### config.mk
export PLATFORM = sky130hd
export DESIGN_NAME = rx_freebd_monitor
export DESIGN_NICKNAME = d
export VERILOG_FILES = /design/src/rtl/rxbp_pkg.sv /design/src/rtl/rxbp_cfg_regs.sv /design/src/rtl/rxbp_ring_ptr.sv /design/src/rtl/rxbp_combine.sv /design/src/rtl/rx_freebd_monitor.sv
export SDC_FILE = /design/constraint.sdc
export NUM_CORES = 1
export LEC_CHECK = 0
export BUFFER_PORTS_ARGS = -buffer_cell sky130_fd_sc_hd__buf_2
export CORE_ASPECT_RATIO = 2
export CORE_UTILIZATION = 42
export CTS_CLUSTER_DIAMETER = 50
export DETAILED_ROUTE_END_ITERATION = 6
export PLACE_DENSITY_LB_ADDON = 0.2
export SLEW_MARGIN = 20
export SYNTH_ARGS = -nofsm -noshare
export SYNTH_HDL_FRONTEND = slang
export SYNTH_SLANG_ARGS = --single-unit
### constraint.sdc
create_clock -name clk -period 6.7 [get_ports clk]
set_clock_uncertainty 0.2 [all_clocks]
set_input_delay 1.34 -clock clk [delete_from_list [all_inputs] [get_ports clk]]
set_output_delay 1.34 -clock clk [all_outputs]
set_load 0.05 [all_outputs]
### src/rtl/rxbp_pkg.sv
package rxbp_pkg;
  typedef enum logic [1:0] {
    FLD_BASE = 2'd0,
    FLD_LEN  = 2'd1,
    FLD_THR  = 2'd2,
    FLD_ACT  = 2'd3
  } cfg_field_e;
endpackage

### src/rtl/rxbp_cfg_regs.sv
module rxbp_cfg_regs
  import rxbp_pkg::*;
#(
  parameter int NUM_RINGS = 4,
  parameter int ADDR_W    = 32,
  parameter int CNT_W     = 7,
  parameter int RING_W    = 2
) (
  input  logic                          clk,
  input  logic                          rst,
  input  logic                          rx_en,
  input  logic                          cfg_we,
  input  logic [RING_W-1:0]             cfg_ring,
  input  logic [1:0]                    cfg_field,
  input  logic [ADDR_W-1:0]             cfg_data,
  output logic [NUM_RINGS*ADDR_W-1:0]   base_flat,
  output logic [NUM_RINGS-1:0]          base_wr,
  output logic [NUM_RINGS*CNT_W-1:0]    len_w_flat,
  output logic [NUM_RINGS*CNT_W-1:0]    thr_w_flat,
  output logic [NUM_RINGS-1:0]          act_w
);
  for (genvar i = 0; i < NUM_RINGS; i++) begin : g_ring
    logic              sel;
    logic [ADDR_W-1:0] base_q;
    logic [CNT_W-1:0]  len_p, thr_p, len_s, thr_s;
    logic              act_p, act_s;

    assign sel = cfg_we && (cfg_ring == RING_W'(i));
    assign base_wr[i] = sel && (cfg_field == FLD_BASE);

    always_ff @(posedge clk) begin
      if (rst) begin
        base_q <= '0;
        len_p  <= '0;
        thr_p  <= '0;
        act_p  <= 1'b0;
      end else if (sel) begin
        case (cfg_field)
          FLD_BASE: base_q <= cfg_data;
          FLD_LEN:  len_p  <= cfg_data[CNT_W-1:0];
          FLD_THR:  thr_p  <= cfg_data[CNT_W-1:0];
          default:  act_p  <= cfg_data[0];
        endcase
      end
    end

    // working copies follow the programmed values only while disabled
    always_ff @(posedge clk) begin
      if (rst) begin
        len_s <= '0;
        thr_s <= '0;
        act_s <= 1'b0;
      end else if (!rx_en) begin
        len_s <= len_p;
        thr_s <= thr_p;
        act_s <= act_p;
      end
    end

    assign base_flat[i*ADDR_W +: ADDR_W] = base_q;
    assign len_w_flat[i*CNT_W +: CNT_W]  = len_s;
    assign thr_w_flat[i*CNT_W +: CNT_W]  = thr_s;
    assign act_w[i]                      = act_s;
  end
endmodule

### src/rtl/rxbp_ring_ptr.sv
module rxbp_ring_ptr #(
  parameter int ADDR_W     = 32,
  parameter int IDX_W      = 6,
  parameter int CNT_W      = 7,
  parameter int DESC_SHIFT = 3
) (
  input  logic              clk,
  input  logic              rst,
  input  logic              rx_en,
  input  logic [ADDR_W-1:0] base,
  input  logic [CNT_W-1:0]  len,
  input  logic              base_wr,
  input  logic              free_we,
  input  logic [ADDR_W-1:0] free_addr,
  input  logic              wb,
  output logic [CNT_W-1:0]  free_cnt
);
  logic [IDX_W-1:0]  hw_idx, fr_idx;
  logic              empty;
  logic [ADDR_W-1:0] offset, idx_wide;
  logic              in_range;
  logic [CNT_W-1:0]  hw_inc, hw_x, fr_x;
  logic [IDX_W-1:0]  hw_next;

  assign offset   = free_addr - base;
  assign idx_wide = offset >> DESC_SHIFT;
  assign in_range = idx_wide < ADDR_W'(len);

  assign hw_x    = {1'b0, hw_idx};
  assign fr_x    = {1'b0, fr_idx};
  assign hw_inc  = hw_x + CNT_W'(1);
  assign hw_next = (hw_inc >= len) ? '0 : hw_inc[IDX_W-1:0];

  always_ff @(posedge clk) begin
    if (rst || base_wr) begin
      hw_idx <= '0;
      fr_idx <= '0;
      empty  <= 1'b1;
    end else begin
      if (wb && rx_en) begin
        hw_idx <= hw_next;
        empty  <= 1'b0;
      end
      if (free_we && in_range) begin
        fr_idx <= idx_wide[IDX_W-1:0];
        empty  <= 1'b0;
      end
    end
  end

  always_comb begin
    if (empty)             free_cnt = len;
    else if (fr_x >= hw_x) free_cnt = fr_x - hw_x;
    else                   free_cnt = fr_x + len - hw_x;
  end
endmodule

### src/rtl/rxbp_combine.sv
module rxbp_combine #(
  parameter int NUM_RINGS = 4,
  parameter int CNT_W     = 7
) (
  input  logic                       clk,
  input  logic                       rst,
  input  logic                       rx_en,
  input  logic [NUM_RINGS*CNT_W-1:0] free_flat,
  input  logic [NUM_RINGS*CNT_W-1:0] thr_flat,
  input  logic [NUM_RINGS-1:0]       act,
  output logic                       backpressure,
  output logic [NUM_RINGS-1:0]       ring_below,
  output logic [NUM_RINGS*CNT_W-1:0] ring_free
);
  logic [NUM_RINGS-1:0] below_c;

  for (genvar i = 0; i < NUM_RINGS; i++) begin : g_cmp
    assign below_c[i] = rx_en && act[i] &&
                        (free_flat[i*CNT_W +: CNT_W] < thr_flat[i*CNT_W +: CNT_W]);
  end

  always_ff @(posedge clk) begin
    if (rst) begin
      backpressure <= 1'b0;
      ring_below   <= '0;
      ring_free    <= '0;
    end else begin
      backpressure <= |below_c;
      ring_below   <= below_c;
      ring_free    <= free_flat;
    end
  end
endmodule

### src/rtl/rx_freebd_monitor.sv
module rx_freebd_monitor #(
  parameter int NUM_RINGS  = 4,
  parameter int ADDR_W     = 32,
  parameter int IDX_W      = 6,
  parameter int DESC_SHIFT = 3,
  localparam int CNT_W     = IDX_W + 1,
  localparam int RING_W    = (NUM_RINGS > 1) ? $clog2(NUM_RINGS) : 1
) (
  input  logic                       clk,
  input  logic                       rst,
  input  logic                       rx_en,
  input  logic                       cfg_we,
  input  logic [RING_W-1:0]          cfg_ring,
  input  logic [1:0]                 cfg_field,
  input  logic [ADDR_W-1:0]          cfg_data,
  input  logic                       free_we,
  input  logic [RING_W-1:0]          free_ring,
  input  logic [ADDR_W-1:0]          free_addr,
  input  logic [NUM_RINGS-1:0]       wb_strobe,
  output logic                       backpressure,
  output logic [NUM_RINGS-1:0]       ring_below,
  output logic [NUM_RINGS*CNT_W-1:0] ring_free
);
  logic [NUM_RINGS*ADDR_W-1:0] base_flat;
  logic [NUM_RINGS-1:0]        base_wr;
  logic [NUM_RINGS*CNT_W-1:0]  len_w_flat, thr_w_flat, free_flat;
  logic [NUM_RINGS-1:0]        act_w;

  rxbp_cfg_regs #(
    .NUM_RINGS(NUM_RINGS), .ADDR_W(ADDR_W), .CNT_W(CNT_W), .RING_W(RING_W)
  ) u_cfg (
    .clk(clk), .rst(rst), .rx_en(rx_en),
    .cfg_we(cfg_we), .cfg_ring(cfg_ring), .cfg_field(cfg_field), .cfg_data(cfg_data),
    .base_flat(base_flat), .base_wr(base_wr),
    .len_w_flat(len_w_flat), .thr_w_flat(thr_w_flat), .act_w(act_w)
  );

  for (genvar i = 0; i < NUM_RINGS; i++) begin : g_ptr
    rxbp_ring_ptr #(
      .ADDR_W(ADDR_W), .IDX_W(IDX_W), .CNT_W(CNT_W), .DESC_SHIFT(DESC_SHIFT)
    ) u_ptr (
      .clk(clk), .rst(rst), .rx_en(rx_en),
      .base(base_flat[i*ADDR_W +: ADDR_W]),
      .len(len_w_flat[i*CNT_W +: CNT_W]),
      .base_wr(base_wr[i]),
      .free_we(free_we && (free_ring == RING_W'(i))),
      .free_addr(free_addr),
      .wb(wb_strobe[i]),
      .free_cnt(free_flat[i*CNT_W +: CNT_W])
    );
  end

  rxbp_combine #(.NUM_RINGS(NUM_RINGS), .CNT_W(CNT_W)) u_comb (
    .clk(clk), .rst(rst), .rx_en(rx_en),
    .free_flat(free_flat), .thr_flat(thr_w_flat), .act(act_w),
    .backpressure(backpressure), .ring_below(ring_below), .ring_free(ring_free)
  );
endmodule

======== Word level (Yosys, flattened, before mapping) ========
Cells that the tools add are included.
storage, ports and cells
  output and inout port bits .............. 33
  word-level logic and storage cells ...... 165
  register bits ........................... 333
operators by class
  add/sub/neg operators ................... 20
  reduce and logical (&&, ||, !) cells .... 57
  bitwise operators ....................... 1
  order comparisons ....................... 16
  equal/unequal tests ..................... 8
  multiplexer cells ....................... 20
operators by type and width
  operator             number
  $sub 32x32->32       4
  $lt 29x7->1          4
  $mux 7               8
  $reduce_and 2->1     16
  $add 6x1->7 const B  4
  $add 6x7->7          4
  $ge 7x7->1           4
  $logic_and 1x1->1    28
  $lt 7x7->1           4
  $sub 6x6->7          4
  $sub 7x6->7          4
  $ge 6x6->1           4
  $mux 6               4
  $eq 2x2->1 const B   5
  $mux 1               8
  $reduce_bool 2->1    4
  $eq 2x1->1 const B   3
  $logic_not 2->1      3
  $logic_or 1x1->1     4
  $reduce_or 4->1      1
  $reduce_or 3->1      1
  $not 1->1            1

======== Longest topological paths before layout ========
Gate-level depths: netlist of run 1.
  depth after elaboration ................. 7
  mapped depth ............................ 21
  gate-level depth less buffers ........... 21

======== By module ========
A second synthesis of run 1 with hierarchy kept.
unflattened totals
  cells, all modules ...................... 3075
  area total of the unflattened synthesis .. 25883.6 µm²
by module, submodules not included
  module                          sequential area each (µm²)  cells an instance  times used  area each (µm²)
  rxbp_cfg_regs                   4964.8                      871                1           9594.2
  rxbp_ring_ptr (g_ptr[3].u_ptr)  260.2                       521                1           3712.3
  rxbp_ring_ptr (g_ptr[2].u_ptr)  260.2                       519                1           3698.5
  rxbp_ring_ptr (g_ptr[0].u_ptr)  260.2                       509                1           3661.0
  rxbp_ring_ptr (g_ptr[1].u_ptr)  260.2                       498                1           3642.2
  rxbp_combine                    660.6                       153                1           1537.7
  rx_freebd_monitor               0.0                         4                  1           37.5

======== Least setup slack after synthesis of run 1 ========
Ideal clock, no wire load.
  path kind ............................... input to register
  from .................................... input free_addr[3]
  to ...................................... register g_ptr[3].u_ptr.fr_idx[0]
  setup slack ............................. 0.955 ns
  data required time ...................... 6.428 ns
  arrival time ............................ 5.474 ns
  cell stages on the path ................. 16
  cells stage by stage .................... ha_1 > o21a_1 > nor2_1 > o31ai_2 > a31o_2 > xor2_1 > ha_1 > a21o_1 > a221o_1 > a2111oi_0 > nand4_1 > a2111oi_0 > nand4_1 > or4_4 > nor4_4 > mux2i_1
on the way
  cells in the longest elaborated chain, start to end .. 3
ends and longest elaborated chain
  what                          line                     RTL
  from (decl)                   rx_freebd_monitor.sv:18  input logic [ADDR_W-1:0] free_addr,
  $sub 32x32->32                rxbp_ring_ptr.sv:25      assign offset = free_addr - base;
  via g_ptr[3].u_ptr.offset[8]  rxbp_ring_ptr.sv:20      logic [ADDR_W-1:0] offset, idx_wide;
  $lt 29x7->1                   rxbp_ring_ptr.sv:27      assign in_range = idx_wide < ADDR_W'(len);
  $logic_and 1x1->1             rxbp_ring_ptr.sv:44      if (free_we && in_range) begin
  to (signal assigned)          rxbp_ring_ptr.sv:45      fr_idx <= idx_wide[IDX_W-1:0];
  to (decl)                     rxbp_ring_ptr.sv:18      logic [IDX_W-1:0] hw_idx, fr_idx;
The timed path passes the listed nets, and every way through them passes these cells.
A chain may end at the register's enable or synchronous reset.

======== Final worst setup path of run 1 ========
  from .................................... input free_addr[2]
  to ...................................... register g_ptr[3].u_ptr.fr_idx[3]
on the way
  cells in the longest elaborated chain, start to end .. 3
ends and longest elaborated chain
  what                line
  $sub 32x32->32 (*)  rxbp_ring_ptr.sv:25
  $lt 29x7->1         rxbp_ring_ptr.sv:27
  $logic_and 1x1->1   rxbp_ring_ptr.sv:44
Mark *: on every way between the ends. The rest lies on a longest branch, timed or not.

==> results of run 1 <==
report_power, final:
part           switching [mW]  internal (mW)
combinational           0.616          0.318
sequential             0.0168           2.00
clock                   0.946           1.32
Yosys cell counts (all sizes together) (6+ instances only):
cell	n	area share [%]
buf	10	0.20
o31ai	24	0.75
o22ai	6	0.15
o2111ai	12	0.43
o211a	9	0.36
a211oi	23	0.70
nand3	70	1.4
a31o	7	0.25
nand2b	36	0.94
o21bai	27	0.82
o21ai	124	2.5
a22oi	15	0.46
a21oi	355	7.2
or4	10	0.32
inv	304	4.6
o211ai	18	0.55
nor2	263	4.0
ha	248	13
a21o	83	2.5
nor2b	28	0.71
xor2	44	1.6
nand3b	7	0.21
nand2	430	6.5
nor4	16	0.49
a211o	11	0.39
dfxtp	333	27
a2111oi	13	0.72
or2	14	0.35
fa	28	2.3
or3	24	0.61
and3	11	0.28
and2	37	0.94
nor3	40	0.81
a31oi	21	0.53
nor3b	11	0.33
o21a	36	1.1
and4	8	0.28
nand4	53	1.3
mux2i	146	5.9
xnor2	63	2.2
clkbuf	125	1.9
a221oi	8	0.31
routing by layer:
layer	global-route usage (%)	share of wire [%]	vias up
li1	-	-	11300
met1	28.2	38	10900
met2	50.1	50	665
met3	2.66	3.5	244
met4	21.1	8.7	0
met5	0	0	-
final cells by class:
| type | instances | area (µm²) |
|---|---|---|
| Antenna cell | 2 | 5.00 |
| Clock buffer | 47 | 1030 |
| Clock inverter | 21 | 312 |
| Fill cell | 5844 | 30800 |
| Inverter | 304 | 1140 |
| Multi-Input combinational cell | 2444 | 16400 |
| Sequential cell | 333 | 6670 |
| Tap cell | 762 | 953 |
| Timing Repair Buffer | 129 | 702 |
through the flow:
| step | area, µm² | std cells | hold WS (ns) | utilization, % | power (mW) |
|---|---|---|---|---|---|
| after floorplan | 24700 | 3216 | 0.233 | - | 2.68 |
| after global placement | 25900 | 3972 | 0.243 | 44.6 | 2.98 |
| after detailed placement | 25900 | 3972 | 0.247 | 44.6 | 2.98 |
| after CTS | 27200 | 4040 | 0.255 | 46.9 | 5.25 |
| after global routing | 27200 | 4040 | 0.272 | 46.9 | 5.41 |
| final | 27200 | 4042 | 0.254 | 46.9 | 5.22 |
registers in the layout, summed over array words and instances, names as in the netlist:
signal,flops
u_comb.ring_below,4
u_cfg.g_ring.act_s,4
g_ptr.u_ptr.hw_idx,24
u_comb.backpressure,1
u_cfg.g_ring.len_s,28
u_comb.ring_free,28
u_cfg.g_ring.thr_p,28
u_cfg.g_ring.act_p,4
u_cfg.g_ring.len_p,28
u_cfg.g_ring.thr_s,28
u_cfg.g_ring.base_q,128
g_ptr.u_ptr.empty,4
g_ptr.u_ptr.fr_idx,24
critical path, stage by stage:
cell and delay (ns):
buf_2 0.16, ha_1 0.34, o21a_1 0.18, nor2_1 0.25, o31ai_2 0.14, a31o_2 0.29
a21oi_1 0.18, xnor2_1 0.15, ha_1 0.28, a221o_1 0.32, a2111oi_0 0.41, nand4_1 0.15
a2111oi_0 0.47, nand4_1 0.16, or4_4 0.56, nor4_4 0.58, mux2i_1 0.26
worst max-delay path by stage:
| stage | to | start | cells past startpoint | slack [ns] |
|---|---|---|---|---|
| 2_1_floorplan | g_ptr[3].u_ptr.fr_idx[0] | free_addr[3] | 16 | 0.95 |
| 3_3_place_gp | g_ptr[3].u_ptr.fr_idx[4] | free_addr[3] | 17 | 0.43 |
| 3_5_place_dp | g_ptr[3].u_ptr.fr_idx[3] | free_addr[2] | 17 | 0.21 |
| 4_1_cts | g_ptr[3].u_ptr.fr_idx[3] | free_addr[2] | 17 | 0.79 |
| 5_1_grt | g_ptr[3].u_ptr.fr_idx[4] | free_addr[2] | 17 | 0.50 |
| 6_report | g_ptr[3].u_ptr.fr_idx[3] | free_addr[2] | 17 | 0.77 |
logic make-up (layout without fill, tap and decap cells):
logic type               count (synthesis)  in the layout
AO/OA/AOI/OAI                          842            842
XOR/XNOR                               107            107
adder cells (fa/ha/maj)                276            276
buffers and inverters                  439            501
flip-flops                             333            333
multiplexers                           150            150
other                                    0              2
AND/OR/NAND/NOR                       1069           1069
cells in the final DEF, fill, tap and decap left out, types with 9 or more instances in the layout:
cell and n:
nor3b_1 11, or2_2 13, o31ai_1 23, mux2i_1 146, and3_1 11, dfxtp_1 333
xnor2_1 63, or3_1 24, ha_1 248, fa_1 28, a211oi_1 23, xor2_1 44
inv_1 304, buf_4 19, nand2_1 430, or4_1 9, buf_2 109, nand3_1 70
a21o_1 83, nand4_1 53, a31oi_1 21, a22oi_1 15, clkbuf_16 38, o211ai_1 18
o211a_1 9, o21ai_0 118, a211o_1 11, and2_1 36, nor2b_1 28, nor4_1 14
o2111ai_1 12, a21oi_1 355, o21a_1 36, o21bai_1 27, nand2b_1 35, nor2_1 263
nor3_1 37
==> results.md, run 1 <==
- Critical hold path startpoint: u_cfg.g_ring[1].base_q[12]
- Clk sinks: 333
- Clock slew at reported path FFs: 0.06 ns
- H-Tree Depth: 2
- Hold Crit Class: reg -> reg
- CTS tree: done
- Vias in the first global route: 22700
- Die Y: 345 µm
- Via count: 23100
- WP data required: 6.99 ns
- CP Launch Type: input pin
- Crit end category: register
- Leak: 10.6 nW
- Status: complete, no violations
- I/O pin cnt: 112
- Relative slew slack: 35.1%
- Min Tclk post-route: 5.93 ns
- Asr flop ratio synth: 0%
- Post-synth net total: 3571
- Crit path kind: in -> reg
- CTS buffer count: 38
- Post-Place Setup Slack: 0.214 ns
- Hold path cells: 2
- Achievable Freq: 169 MHz
- Yosys warning total: 0
- Post_cts resized: 0
- Crit path DAT: 6.23 ns
- Final number of max-transition violations: 0
- Final wirelength: 82.7 mm
- Tcrit/Tclk final: 88.5%
- DR pass1 iterations: 6
- Clk root buf: clkbuf_16
- RD Place Congestion: 0.961
- Register bit total from synthesis: 333
- Post-CTS setup buffers: 0
- Primary FF master, synth: dfxtp_1
- Syn Std Cell Area: 24700 µm²
- Total track usage: 27.2%
- R2R depth: 17
- Number of synthesized flops with an enable pin: 0
- Initial antenna violation count: 2
- PD cells: 192 nW/µm²
- CP Max Fanout: 7
- FP Rows: 125
- Avg Inst Size Synth: 7.68 µm²
- Largest net degree at the start of global routing: 110
- Via density: 5.71
- Wire per inst: 20.5 µm
- Worst-Skew Late Latency: 0.57 ns
- Sequential fraction of the synthesis area: 27.0%
- Largest family of logic cells by synthesized area: compound AO/OA/AOI/OAI gates
- Cts hold-fix bufs: 0
- Post-Syn Instances: 3216
- Simple-gate portion of the synthesized area: 20.0%
- Area Growth Syn to Fin: 10.1%
- Hold Path End: u_cfg.g_ring[1].base_q[12]
- Die ar.: 59900 µm²
- Clk buf depth: 3
- Final Hold Vio Count: 0
- Reg2reg setup slack: 1.35 ns
- Area share of fa/ha/maj cells after synthesis: 14.8%
- Max cap viols: 0
- RR Startpoint: u_cfg.g_ring[3].base_q[2]
- Sum Neg Setup Slack: 0 ns
- Mux cell area share after synthesis: 6.10%
- RSZ-0062 raised after global routing: no
- Total gr overflow: 0
- Synth Area in Compound Gates: 21.6%
- Die width: 173 µm
- Synth Area in XOR/XNOR: 3.79%
- PortBufs: 111
- Synth cell types: 86
- Number of remaining DRC errors: 0
- Initial core utilization: 42.6%
- R2r endpoint: g_ptr[3].u_ptr.fr_idx[3]
- DP HPWL: 66.2 mm
- Final setup vio count: 0
- Share of layout cells above drive strength 1: 7.14%
- Worst setup margin: 0.769 ns
- Initial DRC Count: 1481
- Core area: 58000 µm²
- Final #Nets: 3605
- Measured slew at the worst slew-check pin: 0.970 ns
- Worst VDD drop: 172 µV
- Antenna Nets Post-Route: 0
- First-pass GRT wire length: 126 mm
Power figures use the tool's default switching activity.
==> run 2: changes to the inputs <==
BUFFER_PORTS_ARGS = -buffer_cell sky130_fd_sc_hd__clkbuf_2   (was -buffer_cell sky130_fd_sc_hd__buf_2)
==> results.md, run 2 (synthesis results as in run 1) <==
- Share of layout cells above drive strength 1: 7.19%
- Worst VDD drop: 160 µV
- WP data required: 6.99 ns
- Area Growth Syn to Fin: 10.2%
- Antenna Nets Post-Route: 0
- Tcrit/Tclk final: 89.2%
- Min Tclk post-route: 5.98 ns
- Leak: 10.6 nW
- RSZ-0062 raised after global routing: no
- CP Launch Type: input pin
- CTS buffer count: 39
- Final number of max-transition violations: 0
- Hold path cells: 2
- Worst hold slack: 0.255 ns
- Clk buf depth: 3
- Total track usage: 26.9%
- Final setup vio count: 0
- Relative slew slack: 36.7%
- Most frequent cells in the layout: nand2_1 (430), a21oi_1 (355), dfxtp_1 (333)
- I/O pin cnt: 112
- Via count: 23100
- Clk root buf: clkbuf_16
- DR pass1 iterations: 6
- Worst-Skew Late Latency: 0.57 ns
- Biggest register: u_cfg.g_ring.base_q
- Fillers: 5859
- Number of remaining DRC errors: 0
- Cts hold-fix bufs: 0
- Max cap viols: 0
- Status: complete, no violations
- Die ar.: 59900 µm²
- Register area: 6670 µm²
- Final Hold Vio Count: 0
- Crit path DAT: 6.27 ns
- Vias in the first global route: 22500
- Largest net degree at the start of global routing: 77
- CTS tree: done
- Initial DRC Count: 1427
- Initial core utilization: 42.6%
- Achievable Freq: 167 MHz
- Clk sinks: 333
- First-pass GRT wire length: 125 mm
- Commonest non-fill, non-tap cell in the layout: nand2_1
- Die width: 173 µm
- Final #Nets: 3607
- Multi-input logic area: 16400 µm²
- Crit path kind: in -> reg
- FP Rows: 125
- Final wirelength: 82.1 mm
- H-Tree Depth: 2
- Post_cts resized: 0
- N_diodes: 0
- CP Max Fanout: 7
- PortBufs: 111
- Hold Crit Class: reg -> reg
- Wire per inst: 20.3 µm
- Max reg flops: 128
- Sum Neg Setup Slack: 0 ns
- Crit end category: register
- Clock slew at reported path FFs: 0.06 ns
- Total gr overflow: 0
- Post-CTS setup buffers: 0
- DP HPWL: 65.8 mm
- Via density: 5.71
- RD Place Congestion: 0.980
- R2R depth: 17
- Core area: 58000 µm²
- Measured slew at the worst slew-check pin: 0.946 ns
- PD cells: 191 nW/µm²
- Initial antenna violation count: 3
- Finished Core Util: 46.9%
- Die Y: 345 µm
==> run 2: power by group <==
group	total, mW	switching, mW	internal (mW)
registers	2.02	0.0169	2.00
clock network	2.25	0.936	1.31
logic	0.932	0.614	0.318
total	5.20	1.57	3.63
==> run 2: metrics by stage <==
step                      area, µm²  setup WS [ns]  instances  total power, mW
final                         27200          0.723       4043             5.20
after global routing          27200          0.515       4043             5.40
after CTS                     27200          0.824       4043             5.23
after detailed placement      25900          0.222       3973             2.98
after global placement        25900          0.470       3973             2.97
after floorplan               24700          0.955       3216             2.68
==> run 2: final cells by class <==
| cell class | instances | area share (%) |
|---|---|---|
| Multi-Input combinational cell | 2444 | 60.2 |
| Sequential cell | 333 | 24.5 |
| Inverter | 304 | 4.19 |
| Clock buffer | 52 | 4.10 |
| Tap cell | 762 | 3.50 |
| Timing Repair Buffer | 130 | 2.61 |
| Clock inverter | 18 | 0.901 |
==> run 2: worst paths after layout <==
check / endpoint / start / slack, ns
hold / removal: u_cfg.g_ring[1].base_q[26] / u_cfg.g_ring[1].base_q[26] / 0.26
hold reg to reg: u_cfg.g_ring[1].base_q[26] / u_cfg.g_ring[1].base_q[26] / 0.26
setup reg to reg: g_ptr[3].u_ptr.fr_idx[3] / u_cfg.g_ring[3].base_q[2] / 1.34
setup / recovery: g_ptr[3].u_ptr.fr_idx[3] / free_addr[1] / 0.72
==> run 2: critical path, cell delays in order <==
cell,delay [ns]
clkbuf_2,0.17
ha_1,0.37
a2111oi_4,0.41
o31ai_2,0.12
a31o_2,0.29
xor2_1,0.16
ha_1,0.32
a21o_1,0.17
a221o_1,0.28
a2111oi_0,0.44
nand4_1,0.16
a2111oi_0,0.47
nand4_1,0.19
or4_4,0.57
nor4_4,0.53
mux2i_1,0.27
==> run 2: per-layer routing <==
layer | GRT usage (%) | vias up | wire (µm)
li1 | - | 11300 | -
met1 | 28.1 | 10800 | 31000
met2 | 49.6 | 717 | 41100
met3 | 2.79 | 260 | 3120
met4 | 20.2 | 6 | 6830
met5 | 0 | - | 36
